`config.mk`:
```
export PLATFORM = sky130hd
export DESIGN_NAME = useq_core
export DESIGN_NICKNAME = d
export VERILOG_FILES = /design/src/rtl/useq_pkg.sv /design/src/rtl/useq_cond_mux.sv /design/src/rtl/useq_next_addr.sv /design/src/rtl/useq_core.sv
export SDC_FILE = /design/constraint.sdc
export NUM_CORES = 1
export LEC_CHECK = 0
export BUFFER_PORTS_ARGS = -buffer_cell sky130_fd_sc_hd__buf_2
export CORE_UTILIZATION = 42
export DETAILED_ROUTE_END_ITERATION = 12
export GPL_TIMING_DRIVEN = 0
export PLACE_DENSITY_LB_ADDON = 0.2
export SLEW_MARGIN = 40
export SYNTH_ARGS = -nofsm -noshare
export SYNTH_HDL_FRONTEND = slang
export SYNTH_SLANG_ARGS = --single-unit
```
`constraint.sdc`:
```
create_clock -name clk -period 2.08 [get_ports clk]
set_input_delay 0.104 -clock clk [delete_from_list [all_inputs] [get_ports clk]]
set_output_delay 0.104 -clock clk [all_outputs]
set_load 0.01 [all_outputs]
```
`src/rtl/useq_pkg.sv`:
```
package useq_pkg;
    parameter int AW    = 6;
    parameter int CTRLW = 8;
    parameter int NFLAG = 4;
    parameter int NEXT  = 11;
    localparam int NCOND = 1 + NFLAG + NEXT;
    localparam int SELW  = $clog2(NCOND);
    localparam int WORDW = CTRLW + 2 + SELW + AW;

    typedef enum logic [1:0] {
        M_CONT = 2'b00,
        M_JUMP = 2'b01,
        M_JT   = 2'b10,
        M_JF   = 2'b11
    } nxt_mode_e;

    typedef struct packed {
        logic [CTRLW-1:0] ctrl;
        nxt_mode_e        mode;
        logic [SELW-1:0]  csel;
        logic [AW-1:0]    target;
    } uword_t;

    typedef enum logic {
        S_RST = 1'b0,
        S_RUN = 1'b1
    } seq_state_e;
endpackage

```
`src/rtl/useq_cond_mux.sv`:
```
module useq_cond_mux
    import useq_pkg::*;
(
    input  logic             clk,
    input  logic             rst,
    input  logic [NFLAG-1:0] flags_i,
    input  logic [NEXT-1:0]  ext_i,
    input  logic [SELW-1:0]  csel_i,
    output logic             cond_o
);
    logic [NFLAG-1:0] flags_q;
    logic [NCOND-1:0] cond_vec;

    always_ff @(posedge clk) begin
        if (rst) flags_q <= '0;
        else     flags_q <= flags_i;
    end

    assign cond_vec[0] = 1'b1;

    for (genvar g = 0; g < NFLAG; g++) begin : g_flag
        assign cond_vec[1+g] = flags_q[g];
    end

    for (genvar g = 0; g < NEXT; g++) begin : g_ext
        assign cond_vec[1+NFLAG+g] = ext_i[g];
    end

    assign cond_o = cond_vec[csel_i];

    // select code 0 reads as true
    p_const_true_r6: assert property (@(posedge clk) disable iff (rst)
        (csel_i == '0) |-> cond_o);

    // flag slot 1 reflects the flag input of the previous edge
    p_flag_lag_r7: assert property (@(posedge clk) disable iff (rst)
        (csel_i == SELW'(1) && !$past(rst)) |-> (cond_o == $past(flags_i[0])));

    // first external slot follows its input in the same cycle
    p_ext_now_r7: assert property (@(posedge clk) disable iff (rst)
        (csel_i == SELW'(NFLAG+1)) |-> (cond_o == ext_i[0]));
endmodule

```
`src/rtl/useq_next_addr.sv`:
```
module useq_next_addr
    import useq_pkg::*;
(
    input  logic          clk,
    input  logic          rst,
    input  uword_t        word_i,
    input  logic [AW-1:0] pc_i,
    input  logic          cond_i,
    output logic          take_o,
    output logic [AW-1:0] naddr_o
);
    logic [AW-1:0] inc_addr;

    assign inc_addr = AW'(pc_i + 1'b1);

    always_comb begin
        unique case (word_i.mode)
            M_CONT: take_o = 1'b0;
            M_JUMP: take_o = 1'b1;
            M_JT:   take_o = cond_i;
            M_JF:   take_o = !cond_i;
        endcase
    end

    assign naddr_o = take_o ? word_i.target : inc_addr;

    // jump mode always takes the branch
    p_jump_taken_r3: assert property (@(posedge clk) disable iff (rst)
        (word_i.mode == M_JUMP) |-> (naddr_o == word_i.target));

    // continue mode never takes the branch
    p_cont_falls_r2: assert property (@(posedge clk) disable iff (rst)
        (word_i.mode == M_CONT) |-> !take_o);
endmodule

```
`src/rtl/useq_core.sv`:
```
module useq_core
    import useq_pkg::*;
(
    input  logic             clk,
    input  logic             rst,
    input  logic [19:0]      cs_word_i,
    input  logic [3:0]       alu_flags_i,
    input  logic [10:0]      ext_cond_i,
    output logic [5:0]       uaddr_o,
    output logic [7:0]       ctrl_o,
    output logic             wait_o
);
    seq_state_e    state_q;
    logic [AW-1:0] pc_q;
    uword_t        mw_q;
    logic          cond;
    logic          take;
    logic [AW-1:0] naddr;
    logic [AW-1:0] fetch_addr;

    useq_cond_mux u_cmux (
        .clk     (clk),
        .rst     (rst),
        .flags_i (alu_flags_i),
        .ext_i   (ext_cond_i),
        .csel_i  (mw_q.csel),
        .cond_o  (cond)
    );

    useq_next_addr u_nxt (
        .clk     (clk),
        .rst     (rst),
        .word_i  (mw_q),
        .pc_i    (pc_q),
        .cond_i  (cond),
        .take_o  (take),
        .naddr_o (naddr)
    );

    // state register, program counter and pipeline register
    always_ff @(posedge clk) begin
        if (rst) begin
            state_q <= S_RST;
            pc_q    <= '0;
            mw_q    <= '0;
        end else begin
            state_q <= S_RUN;
            pc_q    <= fetch_addr;
            mw_q    <= uword_t'(cs_word_i);
        end
    end

    // outputs
    always_comb begin
        fetch_addr = '0;
        wait_o     = 1'b0;
        unique case (state_q)
            S_RST: begin
                fetch_addr = '0;
                wait_o     = 1'b0;
            end
            S_RUN: begin
                fetch_addr = naddr;
                wait_o     = take && (mw_q.target == pc_q);
            end
        endcase
        if (rst) begin
            fetch_addr = '0;
            wait_o     = 1'b0;
        end
    end

    assign uaddr_o = fetch_addr;
    assign ctrl_o  = mw_q.ctrl;

    // the cycle after a reset edge fetches address 0 with a no-op in the pipe
    p_reset_fetch_r1: assert property (@(posedge clk)
        rst |=> (uaddr_o == '0 && ctrl_o == '0));

    // a not-taken word advances the counter by one
    p_advance_r2: assert property (@(posedge clk) disable iff (rst)
        (state_q == S_RUN && !take) |=> (pc_q == AW'($past(pc_q) + 1'b1)));

    // a taken branch lands on the target of the previous word
    p_branch_r4: assert property (@(posedge clk) disable iff (rst)
        (state_q == S_RUN && take) |=> (pc_q == $past(mw_q.target)));

    // the control field shows the word loaded at the last edge
    p_pipe_load_r8: assert property (@(posedge clk) disable iff (rst)
        1'b1 |=> (ctrl_o == $past(cs_word_i[WORDW-1 -: CTRLW])));

    // while waiting the address stays put
    p_wait_hold_r9: assert property (@(posedge clk) disable iff (rst)
        wait_o |-> (uaddr_o == pc_q));
endmodule

```
Word level (Yosys, flattened, before mapping)
Index checks and enable logic that the tools add are counted.
Word-level totals
  input bits: 37
  bits in registers: 31
  logic and storage cells: 26
  output and inout port bits: 15
Cells by class
  reduce and logical (&&, ||, !) cells: 3
  bitwise operators: 1
  equal/unequal tests: 4
  muxes and demuxes: 9
  $add $sub $neg: 1
  magnitude comparators: 1
Operators by type and width (number)
  $mux 6: 2
  $pmux 6 s2: 1
  $add 6x1->6 const B: 1
  $eq 6x6->1: 1
  $lt 4x5->1 const B: 1
  $bmux 1 s4: 1
  $eq 2x2->1 const B: 2
  $pmux 1 s4: 1
  $mux 1: 3
  $eq 2x1->1 const B: 1
  $logic_not 2->1: 1
  $pmux 1 s2: 1
  $logic_and 1x1->1: 1
  $logic_not 1->1: 1
  $not 1->1: 1

Logic depth before layout (Yosys ltp)
Gate-level depths: netlist (run 1).
  depth after elaboration: 7
  mapped depth: 7
  mapped depth without buffers: 6

Hierarchy
A second synthesis (run 1) with hierarchy kept.
Second synthesis, totals
  cells, all modules: 125
  area, all modules: 1337.5 um^2
By module, submodules not included
  useq_core: cells an instance 81, area each 913.4 um^2, times used 1, sequential area each 540.5 um^2
  useq_cond_mux: cells an instance 20, area each 234.0 um^2, times used 1, sequential area each 80.1 um^2
  useq_next_addr: cells an instance 24, area each 190.2 um^2, times used 1, sequential area each 0.0 um^2

Worst setup path after synthesis (run 1)
No wires, ideal clock.
  kind: register -> output
  start point: register mw_q[6] in the netlist's numbering
  end point: output port uaddr_o[0]
  arrival time: 2.205 ns
  buffers on the path: 1
  required time: 1.976 ns
  cell stages (with the launch flop): 7
  setup slack: -0.229 ns
  cell sequence: dfxtp_1 mux4_1 mux4_2 nand2_2 mux2_4 buf_6 o2bb2ai_1
On the way
  longest elaborated chain between the ends: 7
Ends and longest elaborated chain
  from (decl): line useq_core.sv:15  | uword_t mw_q;
  from (signal assigned): line useq_core.sv:49  | mw_q <= uword_t'(cs_word_i);
  $bmux 1 s4 *: line useq_cond_mux.sv:29  | assign cond_o = cond_vec[csel_i];
  $mux 1 (implied by the code) *: line useq_cond_mux.sv:29
  $logic_not 1->1: line useq_next_addr.sv:21  | M_JF: take_o = !cond_i;
  $pmux 1 s4 *: line useq_next_addr.sv:17  | unique case (word_i.mode)
  $mux 6 *: line useq_next_addr.sv:25  | assign naddr_o = take_o ? word_i.target : inc_addr;
  $pmux 6 s2 *: line useq_core.sv:57  | unique case (state_q)
  $mux 6 *: line useq_core.sv:67  | if (rst) begin
  to (decl): line useq_core.sv:9  | output logic [5:0] uaddr_o,
Mark *: on every way between the ends. The rest lies on a longest branch, timed or not. The select of a mux whose other input is x is not followed.

Worst setup path after layout (run 1)
  start point: register mw_q[6] in the netlist's numbering
  end point: output port uaddr_o[5]
Same word-level chain as after synthesis.

==> results of run 1 <==
## worst reg2reg max path, delay by kind of cell (launching register included)
family	cells	cell delay (ns)
and+or+nand+nor	1	0.11
DFF	1	0.39
AOI/OAI and AO/OA	1	0.09
buffers and inverters	2	0.31
muxes	3	1.32
## Yosys cell counts
cell type and number:
buf_4 8, mux4_2 1, inv_1 2, nor2_1 2, dfxtp_1 31, mux2_4 1, mux4_1 3, nand2b_1 1
a22oi_1 1, nand2_2 1, nand2_1 2, o2bb2ai_1 12, clkbuf_1 2, mux2i_1 2, nand4_1 1, xor2_1 3
buf_6 2, xnor2_1 8, nor2b_1 25, ha_1 1, nand3_1 3, nor3_1 1
## cell families (layout without fill, tap and decap cells)
family | count (synthesis) | in the layout | share of synthesized area (%)
AOI/OAI and AO/OA | 13 | 13 | 8.755
adders and majority gates | 1 | 1 | 0.9726
xor gates and xnor gates | 11 | 11 | 7.491
muxes | 7 | 7 | 10.60
DFF | 31 | 31 | 48.25
buffers and inverters | 14 | 98 | 7.588
and+or+nand+nor | 36 | 36 | 16.34
## power groups by stage
stage / registers [mW] / logic, mW / clock network [mW]
finish: 0.649 / 0.218 / 0.436
global route: 0.653 / 0.237 / 0.475
CTS: 0.648 / 0.214 / 0.452
detailed placement: 0.662 / 0.170 / 0
global placement: 0.660 / 0.166 / 0
floorplan: 0.657 / 0.115 / 0
## path summary, 6_finish.rpt
check                           from  cells after the start  slack [ns]            endpoint
setup / recovery  mw_q[6]$_SDFF_PP0_                      7       -0.56          uaddr_o[5]
hold / removal          cs_word_i[6]                      2       0.007  mw_q[6]$_SDFF_PP0_
setup reg to reg  mw_q[6]$_SDFF_PP0_                      7       -0.19  pc_q[5]$_SDFF_PP0_
hold reg to reg   mw_q[1]$_SDFF_PP0_                      1        0.53  pc_q[1]$_SDFF_PP0_
## metrics by stage
| step | cells | setup TNS, ns | hold WS (ns) | total power [mW] | cell area, µm² |
|---|---|---|---|---|---|
| floorplan | 113 | -0.5887 | 0.1659 | 0.7718 | 1418 |
| global placement | 195 | -2.200 | 0.3117 | 0.8266 | 1712 |
| detailed placement | 195 | -2.338 | 0.3191 | 0.8317 | 1712 |
| CTS | 228 | -4.565 | 0.004812 | 1.315 | 2090 |
| global route | 228 | -5.336 | 0.005158 | 1.365 | 2107 |
| finish | 228 | -4.166 | 0.007471 | 1.303 | 2107 |
## timing repair
item / in CTS / in global routing
endpoints found under the hold margin: 22 / 0
pin swaps: 3 / 1
gates resized for setup: 9 / 3
hold buffers: 22 / 0
setup buffers: 3 / 0
endpoints found under the setup margin: 13 / 13
## state kept, by name, indices dropped and copies added, names as in the netlist
signal and flops:
u_cmux.flags_q 4, ctrl_o 8, state_q 1, mw_q 12, pc_q 6
## metal layers
layer  up-vias  share of wire, %
li1        544                 -
met3         9               5.5
met5         -                 0
met4         0               2.4
met2        37                55
met1       493                37
## final cells by class
type	instances	area, µm²
Fill cell	192	721.9
Timing Repair Buffer	76	535.5
Sequential cell	31	624.3
Tap cell	31	38.79
Clock buffer	7	76.32
Multi-Input combinational cell	68	711.9
Buffer	12	107.6
Inverter	2	7.507
Clock inverter	1	5.005
## layout by cell type, fill, tap and decap left out, drive strengths merged, types with 3 or more instances in the layout
cell type    count
buf             64
dfxtp           31
nor2b           25
dlygate4sd3     22
o2bb2ai         12
clkbuf           9
xnor2            8
mux4             4
nand3            3
xor2             3
nand2            3
==> results.sh, run 1 <==
export IMPL_fin_crit_sh_pct=126.9
export IMPL_clk_path_buf_depth=2
export IMPL_ys_top_cells_by_area="dfxtp_1 (48%), nor2b_1 (12%), o2bb2ai_1 (8.2%)"
export IMPL_die_w_um=57.34
export IMPL_initial_core_util_pct=45.47
export IMPL_rows=19
export IMPL_setup_violations=13
export IMPL_yosys_register_bits=31
export IMPL_worst_slack_ns=-0.5592
export IMPL_slowest_stage="mux4_2"
export IMPL_gr_total_overflow=0
export IMPL_pwr_share_comb_pct=16.7
export IMPL_portBuffers=51
export IMPL_period_needed_ns=2.639
export IMPL_hold_viol_final=0
export IMPL_slew_headroom_pct=69.49
export IMPL_netlist_area_mm2=0.001286
export IMPL_seq_area_frac_synth_pct=48.25
export IMPL_violations="DRC, setup timing"
export IMPL_cp_required_ns=1.98
export IMPL_cts_htree_levels=2
export IMPL_clockPowerShare_pct=33.5
export IMPL_coreArea_mm2=0.002829
export IMPL_grt_pass1_wl_mm=4.353
export IMPL_critPathKind="reg2out"
export IMPL_slew_violations=0
export IMPL_drtPass1Iterations=10
export IMPL_antennaDiodeCount=0
export IMPL_yosysTopAreaCell="dfxtp_1"
export IMPL_max_cap_violations=0
export IMPL_synth_avg_cell_area_um2=11.38
export IMPL_remaining_drc_errors=2
export IMPL_ios=52
export IMPL_cp_max_fo=9
export IMPL_switching_power_uw=305.4
export IMPL_vias=1083
export IMPL_die_area_mm2=0.003288
export IMPL_syn_num_nets=151
export IMPL_antenna_found_initial=0
export IMPL_gr_usage_met2_pct=33.22
export IMPL_p_leak_nw=0.8948
export IMPL_fin_skew_ns=0.01247
export IMPL_num_nets_final=234
export IMPL_grt_pass1_vias=1091
export IMPL_fp_dieH_um=57.34
export IMPL_clock_sinks=31
export IMPL_clk_pin_slew_worst_paths_ns=0.08
export IMPL_ir_drop_uv=520.8
export IMPL_max_slew_worst_pin_slew_ns=0.4576
export IMPL_cts_root_buf="clkbuf_4"
export IMPL_area_growth_pct=63.81
export IMPL_synth_top_area_share_pct=48.25
export IMPL_power_density_mw_per_mm2=618.3
export IMPL_p_seq_share_pct=49.8
export IMPL_power_switching_share_pct=23.44
export IMPL_grt_busiest_layer="met2"
export IMPL_path_buf_inv=2
export IMPL_grt_max_degree=11
export IMPL_grt_usage_pct=18.14
export IMPL_final_core_util_pct=74.48
export IMPL_hp_class="in2reg"
export IMPL_cts_tree="built"
export IMPL_drive_gt1_share_pct=45.69
export IMPL_ys_types=22
export IMPL_use_met3_pct=6.576
export IMPL_gp_congestion=0.7462
export IMPL_avgRoutedWirePerCell_um=11.90
export IMPL_netlist_instances=113
export IMPL_cts_buffers=5
export IMPL_cp_end_kind="primary output"
export IMPL_path_cells="mux4_2 > mux4_2 > nand2_4 > mux2_4 > buf_12 > o2bb2ai_4 > buf_6"
export IMPL_rsz0062_at_grt="yes"
export IMPL_vias_per_cell=4.750
export IMPL_synth_warnings=0
export IMPL_routed_wl_mm=2.714
export IMPL_slowest_delay_ns=0.50
export IMPL_cp_common_cell="mux4_2"
export IMPL_status="complete, but fails checks"
export IMPL_first_iter_violations=32
export IMPL_fmax_mhz=378.9
export IMPL_clkLatencyLatePin_ns=0.33
export IMPL_pre_cts_slack_ns=-0.2853
export IMPL_met1_usage_pct=18.23
export IMPL_worst_ep_arrival_time_ns=2.54
export IMPL_p_int_uw=997.3
export IMPL_start_kind="flip-flop"
export IMPL_crit_family="multiplexers"
export IMPL_drtAntennaViolNets=0
(Power assumes the default switching activity.)
==> run 2, diff against run 1 <==
CORE_UTILIZATION = 47   (was 42)
GPL_TIMING_DRIVEN = 1   (was 0)
clock period = 2.8 ns   (was 2.08 ns; I/O delays follow)
==> results.sh, run 2 (synthesized netlist as in run 1, its figures left out) <==
export IMPL_fp_dieH_um=54.32
export IMPL_crit_family="multiplexers"
export IMPL_slowest_delay_ns=0.55
export IMPL_period_needed_ns=2.663
export IMPL_path_buf_inv=1
export IMPL_fillers=231
export IMPL_drive_gt1_share_pct=40.12
export IMPL_first_iter_violations=2
export IMPL_area_growth_pct=24.71
export IMPL_slowest_stage="mux4_1"
export IMPL_final_cell_mix="buf_2 (51), dfxtp_1 (30), nor2b_1 (25)"
export IMPL_clockPowerShare_pct=28.8
export IMPL_drtPass1Iterations=4
export IMPL_grt_pass1_wl_mm=3.360
export IMPL_power_switching_share_pct=23.70
export IMPL_path_cells="mux4_1 > mux4_2 > nand2_4 > mux2_4 > o2bb2ai_1 > buf_2"
export IMPL_r2r_start="mw_q[6]$_SDFF_PP0_"
export IMPL_p_seq_share_pct=58.5
export IMPL_clk_pin_slew_worst_paths_ns=0.09
export IMPL_rows=18
export IMPL_antennaDiodeCount=0
export IMPL_hpwl_mm=1.591
export IMPL_routed_wl_mm=2.239
export IMPL_ios=52
export IMPL_remaining_drc_errors=0
export IMPL_cts_htree_levels=2
export IMPL_fin_skew_ns=0.005446
export IMPL_avgRoutedWirePerCell_um=11.37
export IMPL_final_common_cell="buf_2"
export IMPL_slew_violations=0
export IMPL_switching_power_uw=193.3
export IMPL_initial_core_util_pct=50.99
export IMPL_worst_ep_arrival_time_ns=2.52
export IMPL_max_slew_worst_pin_slew_ns=0.4171
export IMPL_final_seq_area_um2=624.3
export IMPL_regMostFlops="mw_q"
export IMPL_vias_per_cell=4.888
export IMPL_grt_usage_pct=16.89
export IMPL_total_power_uw=815.5
export IMPL_die_w_um=54.32
export IMPL_max_cap_violations=0
export IMPL_cts_buffers=5
export IMPL_power_density_mw_per_mm2=508.4
export IMPL_cts_tree="built"
export IMPL_clkLatencyLatePin_ns=0.32
export IMPL_hold_ws_ns=0.02231
export IMPL_final_core_util_pct=63.59
export IMPL_rsz0062_at_grt="no"
export IMPL_hold_viol_final=0
export IMPL_vias=963
export IMPL_cp_max_fo=6
export IMPL_cts_root_buf="clkbuf_4"
export IMPL_clock_sinks=31
export IMPL_cp_required_ns=2.66
export IMPL_hp_start="cs_word_i[1]"
export IMPL_multiInputGateArea_um2=584.3
export IMPL_setup_violations=0
export IMPL_gr_total_overflow=0
export IMPL_portBuffers=51
export IMPL_pre_cts_slack_ns=0.3807
export IMPL_pwr_share_comb_pct=12.7
export IMPL_p_leak_nw=0.7180
export IMPL_ir_drop_uv=417.6
export IMPL_wl_met1_um=933
export IMPL_critPathKind="reg2out"
export IMPL_clk_path_buf_depth=2
export IMPL_tns_ns=0
export IMPL_hp_class="in2reg"
export IMPL_p_int_uw=622.3
export IMPL_grt_pass1_vias=820
export IMPL_wl_met2_mm=1.100
export IMPL_largest_reg_flops=12
export IMPL_fin_crit_sh_pct=95.09
export IMPL_drtAntennaViolNets=0
export IMPL_die_area_mm2=0.002950
export IMPL_startpoint="mw_q[6]$_SDFF_PP0_"
export IMPL_worst_slack_ns=0.1374
export IMPL_top_layer="met4"
export IMPL_fmax_mhz=375.6
export IMPL_start_kind="flip-flop"
export IMPL_status="finished, final reports clean"
export IMPL_coreArea_mm2=0.002522
export IMPL_cp_end_kind="primary output"
export IMPL_grt_max_degree=27
export IMPL_num_nets_final=204
export IMPL_wl_met3_um=163
export IMPL_antenna_found_initial=0
export IMPL_gp_congestion=0.6938
export IMPL_slew_headroom_pct=72.19
run 2: power by group through the flow:
stage / Clock, mW / Sequential (mW) / Combinational (mW)
final: 0.235 / 0.477 / 0.104
after CTS: 0.248 / 0.477 / 0.0969
after detailed placement: 0 / 0.488 / 0.0967
after global placement: 0 / 0.487 / 0.0947
after global routing: 0.274 / 0.481 / 0.115
after floorplan: 0 / 0.485 / 0.0688
run 2: metrics by stage:
stage          instances  area [µm²]
2_1_floorplan        113        1286
3_3_place_gp         183        1496
4_1_cts              191        1546
5_1_grt              197        1604
6_report             197        1604
3_5_place_dp         183        1496
run 2: layout make-up:
cell class	instances	area share, %
multi-input cells	69	36.43
flip-flops and latches	31	38.92
well taps	30	2.340
repair buffers	57	18.72
clock inverters	1	0.3120
inverters	2	0.4680
clock buffers	7	2.808
run 2: what timing repair did:
action                                  4_1_cts  5_1_grt
setup buffers                                 0        4
hold endpoints to repair                      0        1
hold buffers                                  0        1
gates resized for setup                       0        3
endpoints found under the setup margin        0        6
run 2: final timing paths:
path / end / slack [ns] / depth (start not counted)
setup / recovery: uaddr_o[0] / 0.14 / 6
hold / removal: mw_q[1]$_SDFF_PP0_ / 0.02 / 2
setup reg to reg: pc_q[1]$_SDFF_PP0_ / 0.41 / 8
hold reg to reg: pc_q[0]$_SDFF_PP0_ / 0.50 / 1
run 2: worst reg2reg max path: stages (launching register included):
cell       delay (ns)
dfxtp_4          0.38
mux4_1           0.55
mux4_2           0.51
nand2_4          0.12
mux2i_1          0.18
buf_4            0.17
clkbuf_2         0.18
buf_4            0.13
o2bb2ai_1        0.09
run 2: metal layers:
metal	GRT usage [%]	vias to the layer above
li1	-	487
met1	18.01	437
met2	26.63	34
met3	9.167	5
met4	8.974	0
met5	0	-
==> run 3, diff against run 2 <==
PLACE_DENSITY = 0.78   (was unset)
PLACE_DENSITY_LB_ADDON = unset   (was 0.2)
REMOVE_ABC_BUFFERS = 1   (was unset)
==> results.sh, run 3 (synthesized netlist as in run 1, its figures left out) <==
export IMPL_hold_viol_final=0
export IMPL_coreArea_mm2=0.002522
export IMPL_vias=950
export IMPL_fin_crit_sh_pct=95.29
export IMPL_cp_end_kind="primary output"
export IMPL_tns_ns=0
export IMPL_cts_root_buf="clkbuf_4"
export IMPL_power_switching_share_pct=23.50
export IMPL_routed_wl_mm=2.289
export IMPL_grt_max_degree=27
export IMPL_slew_headroom_pct=72.80
export IMPL_start_kind="flip-flop"
export IMPL_min_path_cells=2
export IMPL_clockPowerShare_pct=28.6
export IMPL_gr_total_overflow=0
export IMPL_die_area_mm2=0.002950
export IMPL_fp_dieH_um=54.32
export IMPL_largest_reg_flops=12
export IMPL_r2r_start="mw_q[6]$_SDFF_PP0_"
export IMPL_max_slew_worst_pin_slew_ns=0.4080
export IMPL_grt_pass1_wl_mm=3.436
export IMPL_first_iter_violations=7
export IMPL_whs_endpoint="u_cmux.flags_q[3]$_SDFF_PP0_"
export IMPL_r2r_end="pc_q[1]$_SDFF_PP0_"
export IMPL_cts_tree="built"
export IMPL_initial_core_util_pct=50.99
export IMPL_hp_start="alu_flags_i[3]"
export IMPL_rows=18
export IMPL_status="finished, final reports clean"
export IMPL_p_leak_nw=0.6913
export IMPL_p_seq_share_pct=58.9
export IMPL_num_nets_final=200
export IMPL_postCtsHoldBufs=0
export IMPL_total_power_uw=810.9
export IMPL_hp_class="in2reg"
export IMPL_cts_buffers=5
export IMPL_use_met3_pct=10.28
export IMPL_r2r_worst_path_cells=7
export IMPL_rsz0062_at_grt="no"
export IMPL_pre_cts_slack_ns=0.3861
export IMPL_ir_drop_uv=405.4
export IMPL_final_common_cell="buf_2"
export IMPL_vias_per_cell=4.922
export IMPL_grt_usage_pct=17.44
export IMPL_ios=52
export IMPL_clock_sinks=31
export IMPL_clk_path_buf_depth=2
export IMPL_drtAntennaViolNets=0
export IMPL_worst_slack_ns=0.1318
export IMPL_die_w_um=54.32
export IMPL_clk_pin_slew_worst_paths_ns=0.08
export IMPL_remaining_drc_errors=0
export IMPL_r2r_setup_slack_ns=0.45
export IMPL_pwr_share_comb_pct=12.5
export IMPL_clkLatencyLatePin_ns=0.32
export IMPL_avgRoutedWirePerCell_um=11.86
export IMPL_final_core_util_pct=62.40
export IMPL_drive_gt1_share_pct=40.49
export IMPL_cp_max_fo=6
export IMPL_grt_pass1_vias=862
export IMPL_p_int_uw=620.3
export IMPL_gr_usage_met2_pct=30.08
export IMPL_fin_skew_ns=0.005352
export IMPL_fmax_mhz=374.8
export IMPL_portBuffers=51
export IMPL_power_density_mw_per_mm2=515.2
export IMPL_cts_htree_levels=2
export IMPL_critPathKind="reg2out"
export IMPL_antenna_found_initial=0
export IMPL_hpwl_mm=1.690
export IMPL_regMostFlops="mw_q"
export IMPL_switching_power_uw=190.6
export IMPL_max_cap_violations=0
export IMPL_grt_busiest_layer="met2"
export IMPL_met1_usage_pct=16.55
export IMPL_cp_required_ns=2.66
export IMPL_setup_violations=0
export IMPL_area_growth_pct=22.37
export IMPL_worst_ep_arrival_time_ns=2.53
export IMPL_final_cell_mix="buf_2 (51), dfxtp_1 (30), nor2b_1 (25)"
export IMPL_drtPass1Iterations=4
export IMPL_antennaDiodeCount=0
export IMPL_period_needed_ns=2.668
export IMPL_gp_congestion=0.7554
export IMPL_slew_violations=0
## run 3: cell types whose count changed in the layout (fill, tap and decap cells not counted), sizes merged
cell,delta
buf,-2
clkbuf,-1
clkdlybuf4s15,+1
dlygate4sd3,-1
mux2,-1
## run 3: worst max path at each step
stage	startpoint	endpoint	slack, ns
global placement	mw_q[6]$_SDFF_PP0_	uaddr_o[4]	0.46
CTS	mw_q[6]$_SDFF_PP0_	uaddr_o[0]	0.01
detailed placement	mw_q[6]$_SDFF_PP0_	uaddr_o[0]	0.39
finish	mw_q[6]$_SDFF_PP0_	uaddr_o[5]	0.13
floorplan	mw_q[6]$_SDFF_PP0_	uaddr_o[1]	0.29
global route	mw_q[6]$_SDFF_PP0_	uaddr_o[1]	0.001
## run 3: power groups by stage
stage          registers (mW)  logic [mW]  clock network [mW]
4_1_cts                 0.478      0.0979               0.244
5_1_grt                 0.481       0.113               0.269
3_3_place_gp            0.487      0.0942                   0
2_1_floorplan           0.488      0.0505                   0
6_report                0.478       0.101               0.232
3_5_place_dp            0.488      0.0979                   0
## run 3: metal layers
layer  up-vias  share of wire [%]
met2        29                 54
met3         5                7.2
met1       438                 38
li1        478                  -
met4         0                1.4
met5         -                  0
## run 3: what timing repair did
item / 4_1_cts / 5_1_grt
buffers inserted: 0 / 1
gates resized for setup: 0 / 5
endpoints found under the setup margin: 0 / 6
## run 3: area by class of cell
type | instances | area, µm²
clock inverter | 1 | 5.005
fill | 226 | 948.4
sequential | 31 | 624.3
tap | 30 | 37.54
multi-input combinational | 68 | 573.1
clock buffer | 7 | 45.04
timing repair buffer | 54 | 281.5
inverter | 2 | 7.507
## run 3: critical path: stages, from the launching register on
cell	delay, ns
dfxtp_4	0.38
mux4_1	0.54
mux4_2	0.50
nand2_4	0.11
mux2i_2	0.23
buf_4	0.18
o2bb2ai_1	0.11
buf_2	0.15
## run 3: through the flow
step / hold WS (ns) / area (µm²) / cells
after floorplan: 0.1965 / 1196 / 101
after global placement: 0.3488 / 1496 / 183
after detailed placement: 0.3537 / 1496 / 183
after CTS: 0.004539 / 1546 / 191
after global routing: 0.01530 / 1574 / 193
final: 0.02434 / 1574 / 193
